$ cat src/rtl/mfp_pkg.sv
package mfp_pkg;
  localparam int MFP_MF_LEN  = 48;  // frames per multiframe
  localparam int MFP_LOCK_MF = 2;   // clean multiframes to declare lock
  localparam int MFP_LIM_W   = 4;   // width of the loss threshold
  localparam int MFP_SIG_W   = 4;   // signaling bits per frame
endpackage

$ cat src/rtl/mfp_align.sv
// Frame counter, phase comparison and per-multiframe error accumulation.
module mfp_align #(
  parameter int MF_LEN = mfp_pkg::MFP_MF_LEN,
  parameter int IDX_W  = $clog2(MF_LEN)
) (
  input  logic             clk,
  input  logic             rst_n,
  input  logic             en,
  input  logic             frame_stb,
  input  logic [IDX_W-1:0] phase_in,
  input  logic             locked,
  output logic             mf_end,
  output logic             mf_err
);
  localparam logic [IDX_W-1:0] LAST_IDX = IDX_W'(MF_LEN - 1);

  logic [IDX_W-1:0] idx_q, idx_nxt, cur_idx;
  logic             err_q, err_nxt;
  logic             match, realign, last, err_acc, upd;

  always_comb begin
    match   = (phase_in == idx_q);
    realign = !locked && !match && (phase_in <= LAST_IDX);
    cur_idx = realign ? phase_in : idx_q;
    last    = (cur_idx == LAST_IDX);
    err_acc = err_q || !match;
    upd     = !en || frame_stb;
    idx_nxt = idx_q;
    err_nxt = err_q;
    if (!en) begin
      idx_nxt = '0;
      err_nxt = 1'b0;
    end else if (frame_stb) begin
      idx_nxt = last ? '0 : cur_idx + 1'b1;
      err_nxt = last ? 1'b0 : err_acc;
    end
  end

  always_ff @(posedge clk or negedge rst_n) begin
    if (!rst_n) begin
      idx_q <= '0;
      err_q <= 1'b0;
    end else if (upd) begin
      idx_q <= idx_nxt;
      err_q <= err_nxt;
    end
  end

  assign mf_end = en && frame_stb && last;
  assign mf_err = err_acc;

  // a matching frame below the wrap point advances the counter by one
  a_r1_count_advance: assert property (@(posedge clk) disable iff (!rst_n)
    (en && frame_stb && match && idx_q != LAST_IDX) |=> (idx_q == $past(idx_q) + 1'b1));
endmodule

$ cat src/rtl/mfp_judge.sv
// Multiframe verdicts: lock and loss decisions, delta flag, interrupt.
module mfp_judge #(
  parameter int LIM_W   = mfp_pkg::MFP_LIM_W,
  parameter int LOCK_MF = mfp_pkg::MFP_LOCK_MF
) (
  input  logic             clk,
  input  logic             rst_n,
  input  logic             en,
  input  logic             mf_end,
  input  logic             mf_err,
  input  logic [LIM_W-1:0] lim,
  input  logic             delta_clr,
  input  logic             int_mask,
  output logic             loss_q,
  output logic             delta_q,
  output logic             irq
);
  localparam int GOOD_W = $clog2(LOCK_MF + 1);
  localparam logic [LIM_W-1:0]  BAD_MAX  = {LIM_W{1'b1}};
  localparam logic [GOOD_W-1:0] GOOD_TGT = GOOD_W'(LOCK_MF);

  logic [GOOD_W-1:0] good_q, good_nxt, good_inc;
  logic [LIM_W-1:0]  bad_q, bad_nxt, bad_inc, lim_eff;
  logic              loss_nxt, delta_nxt;

  always_comb begin
    lim_eff   = (lim == '0) ? LIM_W'(1) : lim;
    bad_inc   = (bad_q == BAD_MAX) ? bad_q : bad_q + 1'b1;
    good_inc  = good_q + 1'b1;
    good_nxt  = good_q;
    bad_nxt   = bad_q;
    loss_nxt  = loss_q;
    delta_nxt = delta_q;
    if (!en) begin
      good_nxt  = '0;
      bad_nxt   = '0;
      loss_nxt  = 1'b1;
      delta_nxt = 1'b0;
    end else begin
      if (mf_end) begin
        if (mf_err) begin
          good_nxt = '0;
          bad_nxt  = bad_inc;
          if (bad_inc >= lim_eff) loss_nxt = 1'b1;
        end else begin
          bad_nxt = '0;
          if (loss_q) begin
            if (good_inc >= GOOD_TGT) begin
              loss_nxt = 1'b0;
              good_nxt = '0;
            end else begin
              good_nxt = good_inc;
            end
          end else begin
            good_nxt = '0;
          end
        end
      end
      if (loss_nxt != loss_q) delta_nxt = 1'b1;
      else if (delta_clr)     delta_nxt = 1'b0;
    end
  end

  always_ff @(posedge clk or negedge rst_n) begin
    if (!rst_n) begin
      good_q  <= '0;
      bad_q   <= '0;
      loss_q  <= 1'b1;
      delta_q <= 1'b0;
    end else begin
      good_q  <= good_nxt;
      bad_q   <= bad_nxt;
      loss_q  <= loss_nxt;
      delta_q <= delta_nxt;
    end
  end

  assign irq = delta_q && !int_mask;

  // lock is only declared at the end of a clean multiframe
  a_r2_lock_on_clean: assert property (@(posedge clk) disable iff (!rst_n)
    $fell(loss_q) |-> $past(mf_end && !mf_err));

  // loss while enabled only follows an errored multiframe
  a_r3_loss_on_error: assert property (@(posedge clk) disable iff (!rst_n)
    ($rose(loss_q) && $past(en)) |-> $past(mf_end && mf_err));

  // a change of state while enabled leaves the delta flag set
  a_r6_delta_on_change: assert property (@(posedge clk) disable iff (!rst_n)
    (en && $past(en) && (loss_q != $past(loss_q))) |-> delta_q);
endmodule

$ cat src/rtl/mfp_sigsel.sv
// Signaling output stage: default substitution and alarm request.
module mfp_sigsel #(
  parameter int SIG_W = mfp_pkg::MFP_SIG_W
) (
  input  logic             clk,
  input  logic             rst_n,
  input  logic             en,
  input  logic             loss,
  input  logic             inh,
  input  logic [SIG_W-1:0] sig_in,
  input  logic [SIG_W-1:0] dflt,
  output logic [SIG_W-1:0] sig_out,
  output logic             alarm
);
  logic             force_dflt;
  logic [SIG_W-1:0] sig_q, sig_nxt;

  always_comb begin
    force_dflt = en && loss && !inh;
    sig_nxt    = force_dflt ? dflt : sig_in;
  end

  always_ff @(posedge clk or negedge rst_n) begin
    if (!rst_n) sig_q <= '0;
    else        sig_q <= sig_nxt;
  end

  assign sig_out = sig_q;
  assign alarm   = force_dflt;

  // while substitution is active the output carries the default one clock later
  a_r5_default_sub: assert property (@(posedge clk) disable iff (!rst_n)
    ($past(rst_n) && $past(force_dflt)) |-> (sig_q == $past(dflt)));
endmodule

$ cat src/rtl/mfp_monitor.sv
// Top level: multiframe phase synchronization monitor.
module mfp_monitor #(
  parameter int MF_LEN  = mfp_pkg::MFP_MF_LEN,
  parameter int LOCK_MF = mfp_pkg::MFP_LOCK_MF,
  parameter int LIM_W   = mfp_pkg::MFP_LIM_W,
  parameter int SIG_W   = mfp_pkg::MFP_SIG_W,
  localparam int IDX_W  = $clog2(MF_LEN)
) (
  input  logic             clk,
  input  logic             rst_n,
  input  logic             cfg_enable,
  input  logic [LIM_W-1:0] cfg_err_limit,
  input  logic             cfg_alarm_inh,
  input  logic             cfg_int_mask,
  input  logic [SIG_W-1:0] cfg_default_sig,
  input  logic             frame_stb,
  input  logic [IDX_W-1:0] phase_in,
  input  logic [SIG_W-1:0] sig_in,
  input  logic             delta_clr,
  output logic             loss_o,
  output logic             delta_o,
  output logic             irq_o,
  output logic [SIG_W-1:0] sig_out,
  output logic             alarm_req_o
);
  logic mf_end, mf_err, loss_q, delta_q, irq_int;

  mfp_align #(.MF_LEN(MF_LEN), .IDX_W(IDX_W)) u_align (
    .clk(clk), .rst_n(rst_n), .en(cfg_enable), .frame_stb(frame_stb),
    .phase_in(phase_in), .locked(!loss_q), .mf_end(mf_end), .mf_err(mf_err)
  );

  mfp_judge #(.LIM_W(LIM_W), .LOCK_MF(LOCK_MF)) u_judge (
    .clk(clk), .rst_n(rst_n), .en(cfg_enable), .mf_end(mf_end), .mf_err(mf_err),
    .lim(cfg_err_limit), .delta_clr(delta_clr), .int_mask(cfg_int_mask),
    .loss_q(loss_q), .delta_q(delta_q), .irq(irq_int)
  );

  mfp_sigsel #(.SIG_W(SIG_W)) u_sigsel (
    .clk(clk), .rst_n(rst_n), .en(cfg_enable), .loss(loss_q), .inh(cfg_alarm_inh),
    .sig_in(sig_in), .dflt(cfg_default_sig), .sig_out(sig_out), .alarm(alarm_req_o)
  );

  assign loss_o  = cfg_enable && loss_q;
  assign delta_o = cfg_enable && delta_q;
  assign irq_o   = cfg_enable && irq_int;

  // a disabled cycle leaves the delta flag cleared
  a_r7_disabled_quiet: assert property (@(posedge clk) disable iff (!rst_n)
    !cfg_enable |=> !delta_q);
endmodule

$ cat config.mk
export PLATFORM = sky130hd
export DESIGN_NAME = mfp_monitor
export DESIGN_NICKNAME = d
export VERILOG_FILES = /design/src/rtl/mfp_pkg.sv /design/src/rtl/mfp_align.sv /design/src/rtl/mfp_judge.sv /design/src/rtl/mfp_sigsel.sv /design/src/rtl/mfp_monitor.sv
export SDC_FILE = /design/constraint.sdc
export NUM_CORES = 1
export LEC_CHECK = 0
export CAP_MARGIN = 30
export CORE_AREA = 2 2 73 75
export CTS_CLUSTER_SIZE = 12
export DETAILED_ROUTE_END_ITERATION = 8
export DIE_AREA = 0 0 75 77
export PLACE_DENSITY_LB_ADDON = 0.08
export SYNTH_ARGS = -nofsm -noshare
export SYNTH_HDL_FRONTEND = slang
export SYNTH_HIERARCHICAL = 1
export SYNTH_SLANG_ARGS = --single-unit
$ cat constraint.sdc
create_clock -name clk -period 4 [get_ports clk]
set_input_delay 0.8 -clock clk [delete_from_list [all_inputs] [get_ports clk]]
set_output_delay 0.8 -clock clk [all_outputs]
set_load 0.005 [all_outputs]
==> reports/metrics.yaml, run 1 <==
worst_setup_path:
  required_ps: 4170
  end_kind: "register"
  crit_path_start: "phase_in[4]"
  arrival_ps: 3620
  critPathKind: "in -> reg"
  critPathMaxFanout: 12
  crit_path_start_kind: "input port"
  r2r-start: "u_judge/loss_q"
global_routing:
  grt_use_total_pct: 12.7
  grt-ovfl-total: 0
  grt_pass1_wl_um: 5770
  grt_max_degree: 20
  antenna_found_initial: 0
  first_global_vias: 1214
cells_and_area:
  drive_gt1_share_pct: 10.0
  area_growth_pct: 30.8
  diodes: 0
  finish.net_count: 223
  layout_commonest_cell: "clkdlybuf4s50_1"
  final_cell_mix: "clkdlybuf4s50_1, nand2_1, dfrtp_1"
  final_util_pct: 37.6
job:
  cap_violations: 0
synthesis:
  synth-async-reset-ratio_pct: 100
  yosys-mux-area-fraction_pct: 9.62
  synthXorXnorAreaFrac_pct: 6.74
  syn_nets: 189
  synth_ff_type: "dfrtp_1"
  synth_adder_area_share_pct: 6.12
  synth_seq_cells: 19
  post_synth_num_cell_types: 44
  synth_compound_area_share_pct: 14.6
  synth_area_leader_cell: "dfrtp_1"
  synth_edf_count: 0
  yosysSeqAreaShare_pct: 33.3
  netlist_instances: 157
  synthTopCellsByArea: "dfrtp_1, ha_1, mux2_4"
  synth_top_family_by_area: "simple AND/OR/NAND/NOR gates"
  synthSimpleGateAreaFrac_pct: 24.8
  synth_top_area_share_pct: 31.5
  avgSynthCellArea_um2: 9.11
  ys_warn_count: 6
  syn_area_um2: 1430
floorplanning:
  fp-row-count: 26
  start_util_pct: 28.7
  die_area_um2: 5780
  coreArea_um2: 4980
  die_h_um: 77
  ios: 33
  die_w_um: 75
routing:
  wirelength_um: 3320
  vias_per_cell: 4.70
  wl_per_cell_um: 12.8
  num_vias: 1222
  drt.antenna.violating_nets: 0
  remaining_drc_errors: 0
  drt_iter0_markers: 56
  dr.pass1.iters: 5
cts:
  cts_resized: 0
  clock_latency_ps: 250
  cts_tree: "built"
  cts.sinks: 19
  cts_setup_buffers: 0
  cts.htree.levels: 1
  numCtsBuffers: 3
  hold_buffers: 0
  cts-root-buf: "clkbuf_8"
  path_clk_slew_ps: 70
  clock_path_buffers: 2
outcome:
  status: "completed"
power_and_ir_drop:
  powerDensity_nw_per_um2: 235
  p_leak_uw: 0.000862
  ir_drop_uv: 147
sta:
  maxSlewHeadroom_pct: 43.4
  fmax_mhz: 290
  setup_viol: 0
  worstMarginPinSlew_ps: 847
  whs_ps: 513
  tns_ps: 0
  period_needed_ps: 3450
  rsz0062_at_grt: "false"
  report.final.slew_viol_count: 0
  min_period_over_period_pct: 86.2
  finalHoldViolCount: 0
  skew_ps: 4.12
min_path:
  hold_path.class: "reg -> reg"
  hold_start: "u_judge/good_q[1]"
place:
  dp_hpwl_um: 2580
  port_buffers: 32
  gp_congestion: 0.820
==> path summary, 6_finish.rpt <==
kind | slack [ps] | endpoint | depth (start not counted)
max in group asynchronous | 2440 | u_judge/bad_q[0] | 1
setup reg to reg | 980 | u_judge/delta_q | 11
setup / recovery | 550 | u_judge/delta_q | 11
hold / removal | 510 | u_judge/good_q[1] | 2
hold reg to reg | 510 | u_judge/good_q[1] | 2
min in group asynchronous | 1030 | u_sigsel/sig_out[0] | 1
==> metal layers <==
| layer | vias up | track usage [%] | wire length [um] | share of wire (%) |
|---|---|---|---|---|
| met4 | 0 | 2.68 | 16 | 0.48 |
| met5 | - | 0 | 0 | 0 |
| li1 | 613 | - | - | - |
| met1 | 566 | 19.2 | 1660 | 50 |
| met2 | 41 | 18.5 | 1420 | 43 |
| met3 | 2 | 2.76 | 223 | 6.7 |
==> state kept, by name, summed over array words and instances, names as in the netlist <==
register and flops:
u_align/err_q 1, u_align/idx_q 6, u_judge/bad_q 4, u_judge/delta_q 1, u_judge/good_q 2, u_judge/loss_q 1
u_sigsel/sig_out 4
==> report_power, final <==
group          switching (uW)  internal [uW]  leakage [uW]
sequential               8.76            201      0.000248
clock                    60.0           70.6     0.0000228
combinational            43.6           55.2      0.000591
total                     112            326      0.000862
==> cell usage after synthesis, types with 2 or more instances <==
master / n
nor3_1: 2
and2_1: 7
ha_1: 7
xor2_1: 8
mux2_2: 2
nor2b_1: 4
inv_1: 13
nand3_1: 8
o21a_1: 4
o32ai_1: 4
a21oi_1: 2
mux2_4: 5
nand2b_1: 2
xnor2_1: 3
dfrtp_1: 18
nor2_1: 8
o21ai_0: 4
clkbuf_1: 2
nand3b_1: 3
and3_1: 2
o22ai_1: 4
nand2_1: 19
mux2i_1: 4
a31oi_1: 2
==> cells by family (layout without fill, tap and decap cells) <==
| logic type | Yosys count | after routing |
|---|---|---|
| AND/OR/NAND/NOR | 63 | 63 |
| AO/OA/AOI/OAI | 29 | 29 |
| flip-flops | 19 | 19 |
| buffers and inverters | 17 | 50 |
| XOR/XNOR | 11 | 11 |
| multiplexers | 11 | 11 |
| adder cells (fa/ha/maj) | 7 | 7 |
==> stage by stage <==
step,instance area (um2),power [uW],setup WS [ps],instances
after global placement,1830,312,417,256
after CTS,1870,447,564,260
final,1870,439,552,260
after floorplan,1430,260,1010,157
after global routing,1870,468,230,260
after detailed placement,1830,312,288,256
==> area by class of cell <==
cell class | count | area (um2)
clock buffer | 4 | 45.0
fill | 519 | 3110
sequential | 19 | 477
timing repair buffer | 33 | 328
tap | 70 | 87.6
multi-input combinational | 121 | 885
inverter | 13 | 48.8
==> critical path: stages <==
cell and delay (ps):
clkdlybuf4s50_1 520, a21oi_2 380, mux2_2 240, ha_1 250, nand3_1 150, nor2_1 120, mux2_4 190, and2_1 370
nand2_2 100, a211o_1 310, a31oi_1 170
Note: power is estimated with default switching activity, not from simulation.
==> run 2: changes to the inputs <==
Settings changed: REMOVE_ABC_BUFFERS set to 1.
==> run 2 against run 1 <==
  * Critical endpoint unchanged
  * Largest cell class unchanged
  * Sequential share of layout area about the same
  * Clock-buffer cell count is 1 lower
  * Via count decreased by 0.16%
  * Design area about the same
  * Fmax rose by 1.1%
  * Sequential power about the same
  * Clock power grew 3%
  * First-iteration DRC count fell by 25%
  * Clock skew is 2.0 ps lower
  * Cell count unchanged
  * Power grew 0.63%
  * Non-clock buffer count unchanged
==> reports/metrics.yaml, run 2 (synthesized netlist as in run 1, its figures left out) <==
outcome:
  status: "completed"
routing:
  drt.antenna.violating_nets: 0  # unchanged
  wirelength_um: 3230  # -2.6%
  vias_per_cell: 4.69  # -0.16%
  routed-wl-met3_um: 144  # -35%
  remaining_drc_errors: 0  # unchanged
  num_vias: 1220  # -0.16%
  dr.pass1.iters: 4  # -1
  met2_length_um: 1620  # +14%
  wl_per_cell_um: 12.4  # -2.6%
  drt_iter0_markers: 42  # -25%
  wl_met1_um: 1450  # -13%
  top_layer: "met4"
sta:
  whs_ps: 508  # -5.26 ps
  report.final.slew_viol_count: 0  # unchanged
  finalHoldViolCount: 0  # unchanged
  skew_ps: 2.12  # -2.00 ps
  maxSlewHeadroom_pct: 41.9  # -1.5 points
  tns_ps: 0  # unchanged
  setup_viol: 0  # unchanged
  fmax_mhz: 293  # +1.1%
  rsz0062_at_grt: "false"
  fin_ws_ps: 591  # +39.1 ps
  worstMarginPinSlew_ps: 869  # +21.8 ps
  min_period_over_period_pct: 85.2  # -0.98 points
  period_needed_ps: 3410  # -39.1 ps
cts:
  cts.sinks: 19  # unchanged
  cts_resized: 0  # unchanged
  numCtsBuffers: 3  # unchanged
  cts.htree.levels: 1  # unchanged
  hold_buffers: 0  # unchanged
  cts-root-buf: "clkbuf_8"
  clock_path_buffers: 2  # unchanged
  clock_latency_ps: 250  # about the same
  path_clk_slew_ps: 70  # about the same
  cts_setup_buffers: 0  # unchanged
  cts_tree: "built"
worst_setup_path:
  crit_path_start_kind: "input port"
  cp_cell_sequence: "clkdlybuf4s50_1, a21oi_2, mux2_2, ha_1, nand3_1, nor2_1, mux2_4, and2_1, nand2_2, a211o_1, a31oi_1"
  cp.buffers_inverters: 1  # unchanged
  critPathKind: "in -> reg"
  critPathMaxFanout: 12  # unchanged
  arrival_ps: 3580  # -40 ps
  cp_slowest_cell: "clkdlybuf4s50_1"
  required_ps: 4180  # about the same
  max_stage_delay_ps: 520  # about the same
  end_kind: "register"
  crit_family: "compound AO/OA/AOI/OAI gates"
cells_and_area:
  final_cell_mix: "clkdlybuf4s50_1, nand2_1, dfrtp_1"
  n_fill_cell: 509  # -1.9%
  layout_commonest_cell: "clkdlybuf4s50_1"
  area_growth_pct: 30.9  # about the same
  multiInputGateArea_um2: 885  # unchanged
  largest_reg_flops: 6  # unchanged
  top_register: "u_align/idx_q"
  fin_cells: 260  # unchanged
  finish.net_count: 223  # unchanged
  diodes: 0  # unchanged
  ff_latch_area_um2: 477  # unchanged
  drive_gt1_share_pct: 10.5  # +0.53 points
min_path:
  hold_path.class: "reg -> reg"
place:
  dp_hpwl_um: 2500  # -3.2%
  place_inst: 256  # unchanged
  gp_congestion: 0.706  # -14%
  pre_cts_ws_ps: 335  # +47.2 ps
  port_buffers: 32  # unchanged
floorplanning:
  fp-row-count: 26  # unchanged
  ios: 33  # unchanged
  coreArea_um2: 4980  # unchanged
  die_w_um: 75  # unchanged
  start_util_pct: 28.7  # unchanged
  die_area_um2: 5780  # unchanged
  die_h_um: 77  # unchanged
global_routing:
  grt_pass1_wl_um: 5640  # -2.1%
  grt_use_total_pct: 12.4  # -0.36 points
  antenna_found_initial: 0  # unchanged
  first_global_vias: 1250  # +3.0%
  grt_max_degree: 20  # unchanged
  grt-ovfl-total: 0  # unchanged
power_and_ir_drop:
  powerDensity_nw_per_um2: 236  # +0.57%
  p_total_uw: 442  # +0.63%
  p_leak_uw: 0.000864  # +0.32%
  ir_drop_uv: 106  # -28%
job:
  cap_violations: 0  # unchanged
[run 2: layout make-up]
type                            instances  area share [%]
Multi-Input combinational cell        121            47.3
Clock inverter                          1           0.267
Sequential cell                        19            25.5
Clock buffer                            3            2.21
Inverter                               13            2.61
Timing Repair Buffer                   33            17.5
Tap cell                               70            4.68
[run 2: final timing paths]
check / start / to / slack (ps) / cells past startpoint
min in group asynchronous: rst_n / u_sigsel/sig_out[1] / 1040 / 1
hold reg to reg: u_judge/good_q[1] / u_judge/good_q[1] / 510 / 2
max in group asynchronous: rst_n / u_judge/bad_q[2] / 2430 / 1
hold / removal: u_judge/good_q[1] / u_judge/good_q[1] / 510 / 2
setup reg to reg: u_judge/loss_q / u_judge/delta_q / 980 / 11
setup / recovery: phase_in[5] / u_judge/delta_q / 590 / 11
[run 2: through the flow]
stage / instance area [um2] / utilization (%)
floorplan: 1410 / -
global placement: 1830 / 36.7
detailed placement: 1830 / 36.7
CTS: 1870 / 37.6
global route: 1870 / 37.6
finish: 1870 / 37.6
[run 2: power breakdown]
part | internal (uW) | switching, uW
sequential | 201 | 8.90
clock | 69.2 | 65.4
combinational | 55.2 | 42.4
total | 325 | 117
[run 2: per-layer routing]
| metal | vias to the layer above | GRT usage (%) |
|---|---|---|
| li1 | 614 | - |
| met1 | 582 | 16.3 |
| met2 | 22 | 20.4 |
| met3 | 2 | 1.84 |
| met4 | 0 | 3.75 |
| met5 | - | 0 |
[run 2: worst reg2reg max path, delay by kind of cell, from the launching register on]
family	cells	cell delay (ps)
AOI/OAI and AO/OA	3	780
and+or+nand+nor	4	760
DFF	1	610
adders and majority gates	1	230
buffers and inverters	1	130
muxes	2	430
